**src/rtl/phyb_pkg.sv**
```systemverilog
package phyb_pkg;
    localparam int WORD_W   = 32;
    localparam int REG_LSB  = 0;
    localparam int REG_W    = 16;
    localparam int PORT_LSB = 16;
    localparam int PORT_W   = 4;
    localparam int CODE_LSB = 20;
    localparam int CODE_W   = 12;
    localparam int FLAG_BIT = 31;

    localparam logic [CODE_W-1:0] CODE_WRITE = 12'd0;
    localparam logic [CODE_W-1:0] CODE_READ  = 12'd1;

    localparam logic [1:0] SEL_CMD   = 2'd0;
    localparam logic [1:0] SEL_WDATA = 2'd1;
    localparam logic [1:0] SEL_RDATA = 2'd2;
    localparam logic [1:0] SEL_STAT  = 2'd3;

    typedef enum logic [1:0] {OP_NONE, OP_READ, OP_WRITE} op_e;
    typedef enum logic [1:0] {SQ_IDLE, SQ_READ, SQ_WRITE} sq_e;

    function automatic op_e decode_op(input logic [CODE_W-1:0] code);
        if (code == CODE_READ)       return OP_READ;
        else if (code == CODE_WRITE) return OP_WRITE;
        else                         return OP_NONE;
    endfunction
endpackage

```
**src/rtl/phyb_seq.sv**
```systemverilog
module phyb_seq
    import phyb_pkg::*;
(
    input  logic clk,
    input  logic rst_n,
    input  logic start_rd_i,
    input  logic start_wr_i,
    input  logic ack_i,
    output logic req_o,
    output logic we_o,
    output logic busy_o,
    output logic rd_done_o,
    output logic wr_done_o
);
    typedef struct packed {
        sq_e st;
    } seq_s;

    seq_s seq_d, seq_q;

    always_comb begin
        seq_d     = seq_q;
        rd_done_o = 1'b0;
        wr_done_o = 1'b0;
        case (seq_q.st)
            SQ_IDLE: begin
                if (start_rd_i)      seq_d.st = SQ_READ;
                else if (start_wr_i) seq_d.st = SQ_WRITE;
            end
            SQ_READ: begin
                if (ack_i) begin
                    rd_done_o = 1'b1;
                    seq_d.st  = SQ_IDLE;
                end
            end
            SQ_WRITE: begin
                if (ack_i) begin
                    wr_done_o = 1'b1;
                    seq_d.st  = SQ_IDLE;
                end
            end
            default: seq_d.st = SQ_IDLE;
        endcase
    end

    always_ff @(posedge clk or negedge rst_n) begin
        if (!rst_n) seq_q <= '{st: SQ_IDLE};
        else        seq_q <= seq_d;
    end

    assign req_o  = (seq_q.st != SQ_IDLE);
    assign we_o   = (seq_q.st == SQ_WRITE);
    assign busy_o = req_o;
endmodule

```
**src/rtl/phyb_rd_mux.sv**
```systemverilog
module phyb_rd_mux
    import phyb_pkg::*;
#(
    parameter int DATA_W = 16
) (
    input  logic [1:0]        sel_i,
    input  logic [WORD_W-1:0] cmd_i,
    input  logic              wflag_i,
    input  logic [DATA_W-1:0] wdat_i,
    input  logic [WORD_W-1:0] rdat_i,
    input  logic              busy_i,
    output logic [WORD_W-1:0] dout_o
);
    localparam int LOW_W = WORD_W - 1;

    always_comb begin
        case (sel_i)
            SEL_CMD:   dout_o = cmd_i;
            SEL_WDATA: dout_o = {wflag_i, LOW_W'(wdat_i)};
            SEL_RDATA: dout_o = rdat_i;
            SEL_STAT:  dout_o = {{LOW_W{1'b0}}, busy_i};
            default:   dout_o = '0;
        endcase
    end
endmodule

```
**src/rtl/phy_reg_bridge.sv**
```systemverilog
module phy_reg_bridge
    import phyb_pkg::*;
#(
    parameter int DATA_W = 16
) (
    input  logic              clk,
    input  logic              rst_n,
    input  logic              csr_sel,
    input  logic              csr_we,
    input  logic [1:0]        csr_addr,
    input  logic [31:0]       csr_wdata,
    output logic [31:0]       csr_rdata,
    output logic              phy_req,
    output logic              phy_we,
    output logic [3:0]        phy_port,
    output logic [15:0]       phy_reg,
    output logic [DATA_W-1:0] phy_wdata,
    input  logic              phy_ack,
    input  logic [DATA_W-1:0] phy_rdata
);
    localparam int LOW_W = WORD_W - 1;

    typedef struct packed {
        logic [WORD_W-1:0] cmd;
        logic [DATA_W-1:0] wdat;
        logic              wflag;
        logic [WORD_W-1:0] rdat;
        logic              armed;
    } regs_s;

    regs_s regs_d, regs_q;

    logic busy_w, rd_done_w, wr_done_w;
    logic wr_access, start_rd, start_wr;
    op_e  cmd_op;

    // Register writes are accepted only while no transaction is pending
    always_comb begin
        wr_access = csr_sel && csr_we && !busy_w;
        cmd_op    = decode_op(csr_wdata[CODE_LSB +: CODE_W]);
        start_rd  = wr_access && (csr_addr == SEL_CMD) && (cmd_op == OP_READ);
        start_wr  = wr_access && (csr_addr == SEL_WDATA) && csr_wdata[FLAG_BIT] && regs_q.armed;
    end

    always_comb begin
        regs_d = regs_q;
        if (rd_done_w) regs_d.rdat  = {1'b1, LOW_W'(phy_rdata)};
        if (wr_done_w) regs_d.wflag = 1'b0;
        if (wr_access) begin
            case (csr_addr)
                SEL_CMD: begin
                    regs_d.cmd   = csr_wdata;
                    regs_d.armed = (cmd_op == OP_WRITE);
                    if (cmd_op == OP_READ) regs_d.rdat[FLAG_BIT] = 1'b0;
                end
                SEL_WDATA: begin
                    regs_d.wdat  = csr_wdata[DATA_W-1:0];
                    regs_d.wflag = start_wr;
                    if (start_wr) regs_d.armed = 1'b0;
                end
                default: ;
            endcase
        end
    end

    always_ff @(posedge clk or negedge rst_n) begin
        if (!rst_n) regs_q <= '0;
        else        regs_q <= regs_d;
    end

    phyb_seq u_seq (
        .clk        (clk),
        .rst_n      (rst_n),
        .start_rd_i (start_rd),
        .start_wr_i (start_wr),
        .ack_i      (phy_ack),
        .req_o      (phy_req),
        .we_o       (phy_we),
        .busy_o     (busy_w),
        .rd_done_o  (rd_done_w),
        .wr_done_o  (wr_done_w)
    );

    phyb_rd_mux #(.DATA_W(DATA_W)) u_rd_mux (
        .sel_i   (csr_addr),
        .cmd_i   (regs_q.cmd),
        .wflag_i (regs_q.wflag),
        .wdat_i  (regs_q.wdat),
        .rdat_i  (regs_q.rdat),
        .busy_i  (busy_w),
        .dout_o  (csr_rdata)
    );

    assign phy_port  = regs_q.cmd[PORT_LSB +: PORT_W];
    assign phy_reg   = regs_q.cmd[REG_LSB +: REG_W];
    assign phy_wdata = regs_q.wdat;

    // State views for the bound checker
    logic [WORD_W-1:0] cmd_word_w;
    logic              rd_flag_w;
    logic              wr_flag_w;
    assign cmd_word_w = regs_q.cmd;
    assign rd_flag_w  = regs_q.rdat[FLAG_BIT];
    assign wr_flag_w  = regs_q.wflag;
endmodule

```
**config.mk**
```make
export PLATFORM = sky130hd
export DESIGN_NAME = phy_reg_bridge
export DESIGN_NICKNAME = d
export VERILOG_FILES = /design/src/rtl/phyb_pkg.sv /design/src/rtl/phyb_seq.sv /design/src/rtl/phyb_rd_mux.sv /design/src/rtl/phy_reg_bridge.sv
export SDC_FILE = /design/constraint.sdc
export NUM_CORES = 1
export LEC_CHECK = 0
export BUFFER_PORTS_ARGS = -buffer_cell sky130_fd_sc_hd__buf_2
export CAP_MARGIN = 20
export CORE_MARGIN = 2
export CORE_UTILIZATION = 50
export CTS_CLUSTER_SIZE = 20
export DETAILED_ROUTE_END_ITERATION = 7
export PLACE_DENSITY = 0.8
export SYNTH_ARGS = -nofsm -noshare
export SYNTH_HDL_FRONTEND = slang
export SYNTH_SLANG_ARGS = --single-unit
```
**constraint.sdc**
```tcl
create_clock -name clk -period 2 [get_ports clk]
set_input_delay 0.1 -clock clk [delete_from_list [all_inputs] [get_ports clk]]
set_output_delay 0.1 -clock clk [all_outputs]
set_load 0.02 [all_outputs]
```
Yosys cells after proc, flatten, opt, wreduce, memory -nomap -nowiden. Index checks and enable logic that the tools add are counted.

Flip-flop bits (word level): 69. Bits of input ports: 55. Output and inout port bits: 70. Logic and storage cells: 54.

Equality and inequality tests: 11. Mux-type cells: 18. Reductions and logical operators: 18.

Operator list (number): $pmux W32 S4 (1); $mux W32 (1); $eq A12 B1 Y1 const B (1); $logic_not A12 Y1 (1); $mux W2 (6); $eq A2 B2 Y1 const B (4); $mux W1 (8); $logic_and A1 B1 Y1 (7); $eq A2 B1 Y1 const B (3); $reduce_and A2 Y1 (3); $logic_not A2 Y1 (2); $pmux W2 S2 (1); $reduce_bool A2 Y1 (2); $ne A3 B3 Y1 const B (1); $reduce_and A3 Y1 (1); $ne A2 B1 Y1 const B (1); $ne A2 B2 Y1 const B (1); $pmux W1 S2 (1); $reduce_or A2 Y1 (1); $logic_not A1 Y1 (1).

Logic depth before layout (Yosys ltp). Gate-level depths: netlist of the first run.

Depth after elaboration: 9. Gate-level depth with buffers: 7. Gate-level depth less buffers: 6.

Modules after synthesis. Synthesis of the first run repeated with hierarchy kept, for this count alone.

Cell total of the unflattened synthesis: 286. Area total of the unflattened synthesis: 3877.5 um^2.

By module, submodules not included: phy_reg_bridge (instances 1, cells each 195, area each 2992.9 um^2, sequential area each 1676.6 um^2); phyb_rd_mux (instances 1, cells each 74, area each 710.7 um^2, sequential area each 0.0 um^2); phyb_seq (instances 1, cells each 17, area each 173.9 um^2, sequential area each 50.0 um^2).

Worst setup path after synthesis of the first run. No wires, ideal clock.

Path kind: register -> register. From: reg u_seq.seq_q[1] in the netlist's numbering. To: reg regs_q[50], in the netlist cmd_word_w[0]. Setup time: 0.125 ns. Arrival time: 1.635 ns. Data required time: 1.875 ns. Slack: 0.240 ns. Cell stages (with the launch flop): 7. Path buffers: 1. Clock period less this slack: 1.760 ns. Path through: dfrtp_1 > inv_1 > ha_1 > nand3_4 > nor3_4 > buf_6 > mux2_2.

Longest elaborated chain between the ends: 4.

Ends and longest elaborated chain: start, declared (RTL line phyb_seq.sv:19) `seq_s seq_d, seq_q;`; start signal, assigned (RTL line phyb_seq.sv:47) `if (!rst_n) seq_q <= '{st: SQ_IDLE};`; start signal, assigned (RTL line phyb_seq.sv:48) `else seq_q <= seq_d;`; $reduce_bool A2 Y1 (RTL line phyb_seq.sv:51) `assign req_o = (seq_q.st != SQ_IDLE);`; $logic_not A1 Y1 (RTL line phy_reg_bridge.sv:39) `wr_access = csr_sel && csr_we && !busy_w;`; $logic_and A1 B1 Y1 (RTL line phy_reg_bridge.sv:39); $reduce_and A2 Y1 (no source line); end signal, assigned (RTL line phy_reg_bridge.sv:68) `else regs_q <= regs_d;`; end, declared (RTL line phy_reg_bridge.sv:31) `regs_s regs_d, regs_q;`.

Every way passes these cells. A chain may end at the register's enable or synchronous reset.

Final worst setup path of the first run.
From: reg u_seq.seq_q[0] in the netlist's numbering. To: out csr_rdata[0].

Longest elaborated chain between the ends: 2.

Ends and longest elaborated chain: $reduce_bool A2 Y1 (RTL line phyb_seq.sv:51); $pmux W32 S4 (RTL line phyb_rd_mux.sv:17) `case (sel_i)`; end, declared (RTL line phy_reg_bridge.sv:12) `output logic [31:0] csr_rdata,`.

Every way passes these cells.

==> summary.txt, run 1 <==
Detailed routing
  – Total vias in the final route: 2510
  – DRC violations left: 0
  – Mean routed wirelength per cell: 15.7 µm
  – Antenna Violating Nets Remaining: 0
  – Initial detailed-routing violation count: 70
  – Iteration count of the initial detailed-routing pass: 5
  – Detail-routed via count per cell: 5.14
  – Total Wirelength: 7680 µm

Place
  – Placer's final routability congestion estimate: 0.788
  – Number of port buffers: 124
  – Total placed instance area: 3950 µm²
  – Half-perimeter wire length of the detailed placement result: roughly 5500 µm

Run
  – Max cap viols: 0

Clock network
  – Total number of clock tree sinks: 69
  – Inserted Clock Buffers: 9
  – Clock latency reported for the late side of the worst-skew pair: 0.33 ns
  – CTS tree: yes
  – Clock slew seen by the registers of the worst setup and hold paths: 0.08 ns
  – Root buf cell: clkbuf_8
  – Buffer depth of the longest clock path: 2
  – Number of H-tree levels: 3

Setup path
  – Critical path launch point: u_seq.seq_q[0]
  – Class of the most critical setup path: register to primary output
  – Worst endpoint data arrival time: 1.80 ns
  – Nature of the critical path endpoint: primary output
  – R2R Path Start: u_seq.seq_q[0]
  – Largest fanout on the critical path: 4
  – Register-to-Register Path Depth: 6
  – Worst setup SP type: register
  – Endpoint required time on the critical path: 1.90 ns

Floorplan
  – X dimension of the die: 87.4 µm
  – Core footprint: 6760 µm²
  – Die height: 87.4 µm
  – Initial standard-cell utilization of the core: just over 50%
  – Number of placement rows: 30
  – Overall die area: 7630 µm²
  – Io pins: 125

Global routing
  – Global Route Usage Sum: 21.0%
  – Global route overflow: 0
  – Number of global-route vias before repair: between 2000 and 3000
  – First-pass GRT wire length: 12400 µm
  – Largest net degree at the start of global routing: 26
  – Initial antenna violation count: 0

Outcome
  – Outcome: finished, final reports clean

Power and ir drop
  – Maximum VDD drop: 0.714 mV
  – Areal power density over the cells: about 1200 nW/µm²
  – Static Leak: 2.23 nW

Min path
  – Hold path cells: 2
  – Beginning of the worst hold path: csr_wdata[21]
  – Worst hold-check path type: input port to register

Yosys
  – Async SR Flop Fraction: 100%
  – Number of enable flip-flop cells after synthesis: 0
  – Post-synthesis cell type count: 31
  – Number of flip-flops and latches in the synthesized netlist: 69
  – Post-synthesis cell area: 3470 µm²
  – Mean post-synth cell area: 12.4 µm²
  – Share of synthesized area occupied by flip-flops and latches: 49.7%
  – Flip-flop cell with the highest count after synthesis: dfrtp_1
  – Syn nets: 338
  – Yosys Warn Count: 0
  – Cell count after synthesis: 280

Final layout
  – Post-layout net count: between 400 and 500
  – Filler cells: 536
  – Relative area change from synthesis to final layout: 27.6%
  – Final cell area excluding filler cells: about 4400 µm²
  – Multi-input gate area in the final layout: 1380 µm²
  – Register area: 1730 µm²
  – Count of inserted antenna diode cells: 0
  – Fraction of final layout cells sized beyond drive strength 1: 53.9%

STA
  – Maximum operating frequency: between 0.5 and 0.6 GHz
  – Total of endpoints with negative setup slack in the final report: 0
  – Final worst path period need: 1.90 ns
  – Number of pins with negative max-slew slack in the final report: 0
  – Worst-case hold slack: 0.0170 ns
  – Final period util: 94.9%
  – Final worst clock skew: 0.00584 ns
  – Final-report hold violation count: 0
  – Setup repair after global routing missed its margin: false
  – Least-Margin Pin Slew: 0.529 ns
  – Setup TNS after final layout: 0 ns
  – Worst slew margin relative to its limit: about two thirds
## layer usage
layer	GRT usage [%]	wire (µm)	share of wire, %
met5	0	0	0
met1	27.3	3410	44
met2	35.1	3800	49
met4	4.76	72	0.94
met3	5.78	401	5.2
## synth_stat cells, types with 2 or more instances
master,count,area (µm²)
and2_1,15,93.8
buf_2,3,15.0
buf_4,39,293
buf_6,3,33.8
clkbuf_1,3,11.3
dfrtp_1,69,1730
ha_1,3,37.5
inv_1,4,15.0
mux2_2,63,709
mux2i_1,17,170
nand2_1,20,75.1
nand2b_1,2,12.5
nand3_1,2,10.0
nor2b_1,2,12.5
nor3_1,2,10.0
nor4_1,3,18.8
o21ai_0,16,80.1
## final cells by class
class / instances / share of cell area, %
sequential: 69 / 38.9
timing repair buffer: 161 / 22.0
inverter: 4 / 0.339
clock buffer: 9 / 2.79
tap: 80 / 2.26
clock inverter: 6 / 2.54
multi-input combinational: 159 / 31.2
## placed cells by master, fill, tap and decap left out, types with 2 or more instances in the layout
cell type        n
buf_4           11
bufinv_16        3
dfrtp_1         69
nand2_1         20
mux2i_1         17
and2_1          15
ha_1             2
dlygate4sd3_1   25
mux2_2          63
clkinvlp_4       3
nor3_1           2
o21ai_0         16
nor4_1           3
buf_2          124
clkbuf_8         9
inv_1            4
nand2b_1         2
nand3_1          2
nor2b_1          2
## metrics by stage
stage	total power, mW	worst slack [ns]	utilization [%]	instances
6_report	5.11	0.102	65.6	488
5_1_grt	5.42	0.0118	65.6	488
4_1_cts	5.15	0.0215	65.3	486
3_5_place_dp	3.77	0.109	58.4	448
3_3_place_gp	3.71	0.227	58.4	448
2_1_floorplan	3.52	0.240	-	280
## cell families after synthesis
group | synth area share (%)
flip-flops | 49.7
buffers and inverters | 10.6
AO/OA/AOI/OAI | 3.75
adder cells (fa/ha/maj) | 1.08
multiplexers | 26.0
AND/OR/NAND/NOR | 8.93
## worst max-delay path: stages, from the launching register on
cell     delay, ns
dfrtp_1       0.41
inv_1         0.10
ha_2          0.24
inv_1         0.08
mux4_2        0.47
buf_2         0.17
## timing repair
action	4_1_cts	5_1_grt
setup endpoints to repair	0	19
hold endpoints to repair	46	2
hold buffers	23	2
setup buffers	0	0
resized for setup	0	1
## report_power, final
group	switching, mW	internal, mW
Combinational	0.975	0.755
Clock	0.508	0.821
Sequential	0.264	1.79
## final timing paths
check | endpoint | slack [ns]
min in group asynchronous | phy_wdata[12] | 0.30
min reg2reg | regs_q[1] | 0.51
max | csr_rdata[0] | 0.10
max reg2reg | cmd_word_w[13] | 0.16
max in group asynchronous | phy_wdata[11] | 0.98
min | cmd_word_w[21] | 0.02
## sequential cells by signal (all words and copies together) (netlist names)
name,flops
phy_wdata,16
regs_q,17
wr_flag_w,1
rd_flag_w,1
cmd_word_w,32
u_seq.seq_q,2
No activity file was read; power rests on OpenSTA's default activity.
==> inputs of run 2 (changes only) <==
--- a/config.mk
+++ b/config.mk
@@ -5,13 +5,14 @@
 export SDC_FILE = /design/constraint.sdc
 export NUM_CORES = 1
 export LEC_CHECK = 0
+export ABC_AREA = 1
 export BUFFER_PORTS_ARGS = -buffer_cell sky130_fd_sc_hd__buf_2
 export CAP_MARGIN = 20
 export CORE_MARGIN = 2
 export CORE_UTILIZATION = 50
 export CTS_CLUSTER_SIZE = 20
 export DETAILED_ROUTE_END_ITERATION = 7
-export PLACE_DENSITY = 0.8
+export PLACE_DENSITY = 0.81
 export SYNTH_ARGS = -nofsm -noshare
 export SYNTH_HDL_FRONTEND = slang
 export SYNTH_SLANG_ARGS = --single-unit
==> run 2 against run 1 <==
Net effect:
- sequential share of layout area increased by 1.1 points
- flip-flop and latch count unchanged
- die area is 1.8% lower
- worst hold slack worse by 0.0079 ns
- critical path type is now register to register
- largest cell class unchanged
==> summary.txt, run 2 <==
Outcome
  – Outcome: finished, final reports clean

Final layout
  – Highest-count cells in the layout ignoring fill and taps: 157 x nand2_1, 124 x buf_2, 69 x dfrtp_1, 41 x inv_1, 36 x o21ai_1
  – Final cell area excluding filler cells: 4310 µm² (-2.7%)
  – Relative area change from synthesis to final layout: 26.4%
  – Max reg flops: 32 (unchanged)
  – Final core utilization: 64.6% (-1.1 points)
  – Commonest non-fill, non-tap cell in the layout: nand2_1
  – Fraction of final layout cells sized beyond drive strength 1: 28.2% (-26 points)
  – Post-layout net count: 610 (+32%)
  – Count of non-filler cells in the finished layout: 637 (+31%)
  – Count of inserted antenna diode cells: 0 (unchanged)
  – Filler cells: 603 (+13%)

STA
  – Least-Margin Pin Slew: 0.579 ns (+0.0500 ns)
  – Worst slew margin relative to its limit: 61.4% (-3.4 points)
  – Crit path setup slack, layout: 0.391 ns (+0.289 ns)
  – Final worst path period need: 1.61 ns (-0.289 ns)
  – Total of endpoints with negative setup slack in the final report: 0 (unchanged)
  – Number of pins with negative max-slew slack in the final report: 0 (unchanged)
  – Setup TNS after final layout: 0 ns (unchanged)
  – Setup repair after global routing missed its margin: false
  – Final period util: 80.5% (-14 points)
  – Final-report hold violation count: 0 (unchanged)
  – Final worst clock skew: 0.0110 ns (+0.00520 ns)
  – Worst-case hold slack: 0.00910 ns (-0.00787 ns)
  – Maximum operating frequency: 0.621 GHz (+18%)

Global routing
  – First-pass GRT wire length: 13600 µm (+10%)
  – Number of global-route vias before repair: 2957 (+16%)
  – Global Route Usage Sum: 23.6% (+2.6 points)
  – Initial antenna violation count: 0 (unchanged)
  – Global route overflow: 0 (unchanged)
  – Largest net degree at the start of global routing: 40 (+54%)

Clock network
  – Total number of clock tree sinks: 69 (unchanged)
  – CTS tree: yes
  – Root buf cell: clkbuf_8
  – Number of gates resized after cts: 0 (unchanged)
  – Clock slew seen by the registers of the worst setup and hold paths: 0.07 ns (about the same)
  – Inserted Clock Buffers: 9 (unchanged)
  – Number of H-tree levels: 3 (unchanged)
  – Buffer depth of the longest clock path: 2 (unchanged)
  – Clock latency reported for the late side of the worst-skew pair: 0.34 ns (about the same)

Yosys
  – Compound-cell area share of the yosys netlist: 8.03% (+4.3 points)
  – Yosys top cell area share: 50.6% (+0.93 points)
  – Post-synthesis cell area: 3410 µm² (-1.8%)
  – Post-synthesis cell type count: 21 (-32%)
  – Yosys Warn Count: 0 (unchanged)
  – Mean post-synth cell area: 7.82 µm² (-37%)
  – Cell with the most instances after synthesis: nand2_1
  – Number of flip-flops and latches in the synthesized netlist: 69 (unchanged)
  – Mux contribution to synthesized area: 0% (-26 points)
  – Xor and xnor fraction of the mapped netlist area: 0% (unchanged)
  – Share of synthesized area occupied by flip-flops and latches: 50.6% (+0.93 points)
  – Flip-flop cell with the highest count after synthesis: dfrtp_1
  – Cell count after synthesis: 436 (+56%)
  – Area fraction in and, or, nand and nor cells after synthesis: 25.0% (+16 points)
  – Number of enable flip-flop cells after synthesis: 0 (unchanged)
  – Most common library cells after synthesis: 157 x nand2_1, 69 x dfrtp_1, 41 x inv_1
  – Adder-cell share of the synthesized area: 1.10% (+0.020 points)
  – Cell type with the largest total area after synthesis: dfrtp_1
  – Ranking of synthesized cells by area: dfrtp_1 51%, nand2_1 17%, buf_4 7.9%, o21ai_1 5.3%, inv_1 4.5%
  – Async SR Flop Fraction: 100% (unchanged)
  – Syn nets: 494 (+46%)
  – Largest family of logic cells by synthesized area: simple AND/OR/NAND/NOR gates

Setup path
  – Largest fanout on the critical path: 34 (+30)
  – Endpoint required time on the critical path: 2.26 ns (+0.36 ns)
  – Nature of the critical path endpoint: register
  – Worst setup SP type: register
  – Class of the most critical setup path: register to register
  – Worst endpoint data arrival time: 1.87 ns (+0.07 ns)

Floorplan
  – Initial standard-cell utilization of the core: 51.0% (-0.38 points)
  – Io pins: 125 (unchanged)
  – Number of placement rows: 30 (unchanged)
  – Overall die area: 7500 µm² (-1.8%)
  – Core footprint: 6680 µm² (-1.1%)
  – X dimension of the die: 86.6 µm (-0.88%)
  – Die height: 86.6 µm (-0.88%)

Place
  – Placer's final routability congestion estimate: 0.794 (+0.76%)
  – Number of port buffers: 124 (unchanged)
  – Half-perimeter wire length of the detailed placement result: 6120 µm (+12%)
  – Pre-CTS worst setup slack: 0.413 ns (+0.304 ns)
  – Total placed instance area: 3850 µm² (-2.5%)
  – Inst Count DP: 595 (+33%)

Power and ir drop
  – Static Leak: 2.42 nW (+8.8%)
  – Relative contribution of combinational cells to total power: 35.1% (+1.3 points)
  – Part of the total power dissipated in the clock network: 22.4% (-3.6 points)
  – Share of total power consumed by net switching: 39.3% (+5.2 points)
  – Internal power contribution: 3.16 mW (-6.2%)
  – Share of power burned in registers: 42.4% (+2.2 points)
  – Total power: 5.20 mW (+1.8%)
  – Maximum VDD drop: 0.586 mV (-18%)
  – Net switching power of the design: 2.05 mW (+17%)
  – Areal power density over the cells: 1210 nW/µm² (+4.7%)

Min path
  – Worst hold-check path type: input port to register

Detailed routing
  – DRC violations left: 0 (unchanged)
  – Initial detailed-routing violation count: 214 (+210%)
  – Mean routed wirelength per cell: 13.3 µm (-15%)
  – Total vias in the final route: 3116 (+24%)
  – Iteration count of the initial detailed-routing pass: 4 (-1)
  – Detail-routed via count per cell: 4.89 (-4.9%)
  – Total Wirelength: 8480 µm (+10%)
  – Antenna Violating Nets Remaining: 0 (unchanged)

Run
  – Max cap viols: 0 (unchanged)
run 2: changes by cell type after synthesis, sizes merged, moves of 18 or more:
cell / delta
o21ai: +32
nand2: +138
mux2: -63
nor2: +27
inv: +43
nand3: +18
run 2: kinds of logic (layout without fill, tap and decap cells):
family | after synthesis | in the layout
and+or+nand+nor | 212 | 212
buffers and inverters | 98 | 219
DFF | 69 | 69
AOI/OAI and AO/OA | 54 | 54
adders and majority gates | 3 | 3
run 2: path summary, 6_finish.rpt:
| kind | start | to | slack, ns | depth (start not counted) |
|---|---|---|---|---|
| min in group asynchronous | rst_n | cmd_word_w[30] | 0.22 | 2 |
| hold / removal | csr_wdata[23] | cmd_word_w[23] | 0.009 | 3 |
| setup / recovery | u_seq.seq_q[1] | regs_q[0] | 0.39 | 7 |
| setup reg to reg | u_seq.seq_q[1] | regs_q[0] | 0.39 | 7 |
| hold reg to reg | cmd_word_w[31] | cmd_word_w[31] | 0.49 | 2 |
| max in group asynchronous | rst_n | cmd_word_w[15] | 1.20 | 3 |
run 2: power by group through the flow:
stage                     clock network, mW  logic (mW)  registers (mW)
final                                  1.17        1.83            2.21
after global routing                   1.26        2.02            2.27
after CTS                              1.18        1.83            2.20
after detailed placement                  0        1.78            2.22
after global placement                    0        1.73            2.20
after floorplan                           0        1.54            2.13
run 2: final cells by class:
cell class / instances / area (µm²) / share of cell area, %
multi-input cells: 269 / 1160 / 27.0
clock inverters: 6 / 68.8 / 1.60
flip-flops and latches: 69 / 1730 / 40.0
well taps: 80 / 100 / 2.32
clock buffers: 10 / 138 / 3.19
inverters: 47 / 176 / 4.09
repair buffers: 156 / 938 / 21.8
run 2: layer usage:
layer,up-vias,global-route usage [%],part of all wire (%)
li1,1538,-,-
met1,1445,32.1,44
met2,100,35.8,47
met3,33,3.43,4.5
met4,0,14.5,4.0
met5,-,0,0
run 2: worst max-delay path: stages, from the launching register on:
cell and delay [ns]:
dfrtp_1 0.36, inv_1 0.08, ha_1 0.22, nand3_1 0.13, nor2_4 0.06, inv_2 0.41
nand2_1 0.10, a21oi_1 0.16
run 2: what timing repair did:
item                                   in CTS  in global routing
endpoints found under the hold margin      67                  0
hold buffers                               26                  0
setup buffers                               0                  0
==> inputs of run 3 (changes only) <==
--- a/config.mk
+++ b/config.mk
@@ -5,14 +5,14 @@
 export SDC_FILE = /design/constraint.sdc
 export NUM_CORES = 1
 export LEC_CHECK = 0
-export ABC_AREA = 1
+export ABC_AREA = 0
 export BUFFER_PORTS_ARGS = -buffer_cell sky130_fd_sc_hd__buf_2
 export CAP_MARGIN = 20
 export CORE_MARGIN = 2
 export CORE_UTILIZATION = 50
 export CTS_CLUSTER_SIZE = 20
 export DETAILED_ROUTE_END_ITERATION = 7
-export PLACE_DENSITY = 0.81
+export PLACE_DENSITY = 0.8
 export SYNTH_ARGS = -nofsm -noshare
 export SYNTH_HDL_FRONTEND = slang
 export SYNTH_SLANG_ARGS = --single-unit
==> constraint.sdc (replaced) <==
create_clock -name clk -period 1.6 [get_ports clk]
set_input_delay 0.08 -clock clk [delete_from_list [all_inputs] [get_ports clk]]
set_output_delay 0.08 -clock clk [all_outputs]
set_load 0.02 [all_outputs]
==> run 3 against run 2 <==
Net effect:
- the run now ends with setup timing left
- power up 30%
- cell count down 17%
- critical path depth down 1
- combinational power up 46%
- clock skew down 0.0040 ns
- highest routed layer unchanged
==> summary.txt, run 3 (synthesized netlist as in run 1, its figures left out) <==
Setup path
  – Capture point of the critical path: csr_rdata[0]
  – Reg-to-Reg End: cmd_word_w[3]
  – Largest fanout on the critical path: 2 (-94%)
  – R2R Path Start: u_seq.seq_q[1]
  – Class of the most critical setup path: register to primary output
  – Endpoint required time on the critical path: 1.52 ns (-0.74 ns)
  – Worst setup SP type: register
  – Critical path launch point: u_seq.seq_q[1]
  – Nature of the critical path endpoint: primary output
  – Worst endpoint data arrival time: 1.69 ns (-0.18 ns)
  – Worst-case register-to-register setup slack: -0.14 ns (-0.53 ns)
  – Register-to-Register Path Depth: 8 (+1)

Outcome
  – Outcome: finished with violations
  – Failing checks: setup timing

Run
  – Max cap viols: 0 (unchanged)

Floorplan
  – Number of placement rows: 30 (unchanged)
  – Initial standard-cell utilization of the core: 51.4% (+0.38 points)
  – Io pins: 125 (unchanged)
  – Core footprint: 6760 µm² (+1.1%)
  – Overall die area: 7630 µm² (+1.8%)
  – X dimension of the die: 87.4 µm (+0.89%)
  – Die height: 87.4 µm (+0.89%)

Final layout
  – Max reg flops: 32 (unchanged)
  – Final cell area excluding filler cells: 5130 µm² (+19%)
  – Count of inserted antenna diode cells: 0 (unchanged)
  – Filler cells: 445 (-26%)
  – Commonest non-fill, non-tap cell in the layout: buf_2
  – Final core utilization: 75.9% (+11 points)
  – Post-layout net count: 504 (-17%)
  – Relative area change from synthesis to final layout: 47.6%
  – Highest-count cells in the layout ignoring fill and taps: 123 x buf_2, 69 x dfrtp_1, 47 x mux2_4, 47 x dlygate4sd3_1, 20 x nand2_1
  – Fraction of final layout cells sized beyond drive strength 1: 55.2% (+27 points)
  – Count of non-filler cells in the finished layout: 531 (-17%)

Place
  – Total placed instance area: 4060 µm² (+5.5%)
  – Pre-CTS worst setup slack: -0.0480 ns (-0.461 ns)
  – Inst Count DP: 456 (-23%)
  – Number of port buffers: 124 (unchanged)
  – Placer's final routability congestion estimate: 0.786 (-1.1%)
  – Half-perimeter wire length of the detailed placement result: 5610 µm (-8.3%)

Min path
  – Worst hold-check path type: input port to register

Detailed routing
  – Iteration count of the initial detailed-routing pass: 5 (+1)
  – Mean routed wirelength per cell: 17.0 µm (+28%)
  – Total Wirelength: 9050 µm (+6.8%)
  – DRC violations left: 0 (unchanged)
  – Detail-routed via count per cell: 5.16 (+5.4%)
  – Antenna Violating Nets Remaining: 0 (unchanged)
  – Total vias in the final route: 2738 (-12%)
  – Initial detailed-routing violation count: 116 (-46%)

Clock network
  – Root buf cell: clkbuf_8
  – Total number of clock tree sinks: 69 (unchanged)
  – Clock latency reported for the late side of the worst-skew pair: 0.34 ns (about the same)
  – Buffer depth of the longest clock path: 2 (unchanged)
  – Clock slew seen by the registers of the worst setup and hold paths: 0.08 ns (about the same)
  – CTS tree: yes
  – Number of H-tree levels: 3 (unchanged)
  – Inserted Clock Buffers: 9 (unchanged)

Global routing
  – Initial antenna violation count: 0 (unchanged)
  – Global Route Usage Sum: 23.5% (-0.14 points)
  – Largest net degree at the start of global routing: 70 (+75%)
  – Number of global-route vias before repair: 2822 (-4.6%)
  – First-pass GRT wire length: 13700 µm (+0.82%)
  – Global route overflow: 0 (unchanged)

STA
  – Crit path setup slack, layout: -0.167 ns (-0.558 ns)
  – Final-report hold violation count: 0 (unchanged)
  – Least-Margin Pin Slew: 0.357 ns (-0.222 ns)
  – Final worst clock skew: 0.00703 ns (-0.00400 ns)
  – Setup repair after global routing missed its margin: true
  – Worst slew margin relative to its limit: 76.2% (+15 points)
  – Number of pins with negative max-slew slack in the final report: 0 (unchanged)
  – Final period util: 110%
  – Maximum operating frequency: 0.566 GHz
  – Final worst path period need: about 1.8 ns
  – Total of endpoints with negative setup slack in the final report: 41 (+41)

Power and ir drop
  – Static Leak: 2.60 nW (+7.4%)
  – Areal power density over the cells: 1320 nW/µm² (+9.2%)
  – Maximum VDD drop: 0.653 mV (+11%)
## run 3: changes by cell type in the layout (fill, tap and decap cells not counted), sizes merged, moves of 3 or more
cell	before	now
and2	0	15
dlygate4sd3	26	47
nor2	30	3
o21ai	49	17
clkbuf	10	13
inv	49	4
nand3	21	3
nand2	158	20
mux2	0	63
buf	130	154
mux2i	0	17
nor4	0	3
## run 3: power by group
| part | internal, mW | total (mW) | switching [mW] |
|---|---|---|---|
| clock | 0.805 | 1.48 | 0.676 |
| sequential | 2.23 | 2.59 | 0.360 |
| combinational | 1.34 | 2.68 | 1.34 |
| total | 4.38 | 6.76 | 2.37 |
## run 3: repair_timing
action	CTS	global route
buffers inserted	8	3
pin swaps	3	6
endpoints found under the hold margin	131	0
resized for setup	44	21
hold buffers	47	0
cloned	1	2
endpoints found under the setup margin	34	52
## run 3: worst min path at each step
stage	cells after the start	to	slack (ns)	from
floorplan	0	cmd_word_w[0]	-0.22	rst_n
global placement	2	regs_q[5]	0.13	rst_n
detailed placement	2	regs_q[5]	0.14	rst_n
CTS	3	regs_q[0]	0.007	csr_wdata[20]
global route	3	regs_q[0]	0.03	csr_wdata[20]
finish	3	regs_q[0]	0.02	csr_wdata[20]
## run 3: metrics by stage
stage	TNS, ns	power, mW	hold slack (ns)
2_1_floorplan	-3.53	4.42	-0.216
3_3_place_gp	0	4.70	0.131
3_5_place_dp	-1.01	4.79	0.135
4_1_cts	-3.83	6.62	0.00680
5_1_grt	-5.36	7.10	0.0322
6_report	-3.38	6.76	0.0153
## run 3: worst max-delay path: stages (launching register included)
cell	delay (ns)
dfrtp_1	0.40
inv_2	0.08
ha_4	0.13
buf_6	0.10
inv_4	0.03
mux4_2	0.46
buf_6	0.15
## run 3: final cells by class
cell class                      instances  area [µm²]  share of cell area, %
Sequential cell                        69        1730                   33.7
Multi-Input combinational cell        159        1600                   31.2
Timing Repair Buffer                  203        1470                   28.7
Clock buffer                           11         151                   2.95
Tap cell                               80         100                   1.95
Clock inverter                          5        58.8                   1.15
Inverter                                4        17.5                  0.341
## run 3: layer usage
layer	global-route usage (%)	vias up	part of all wire (%)
met5	0	-	0
li1	-	1270	-
met4	6.99	0	1.4
met1	28.4	1362	43
met2	41.3	93	50
met3	5.59	13	5.0
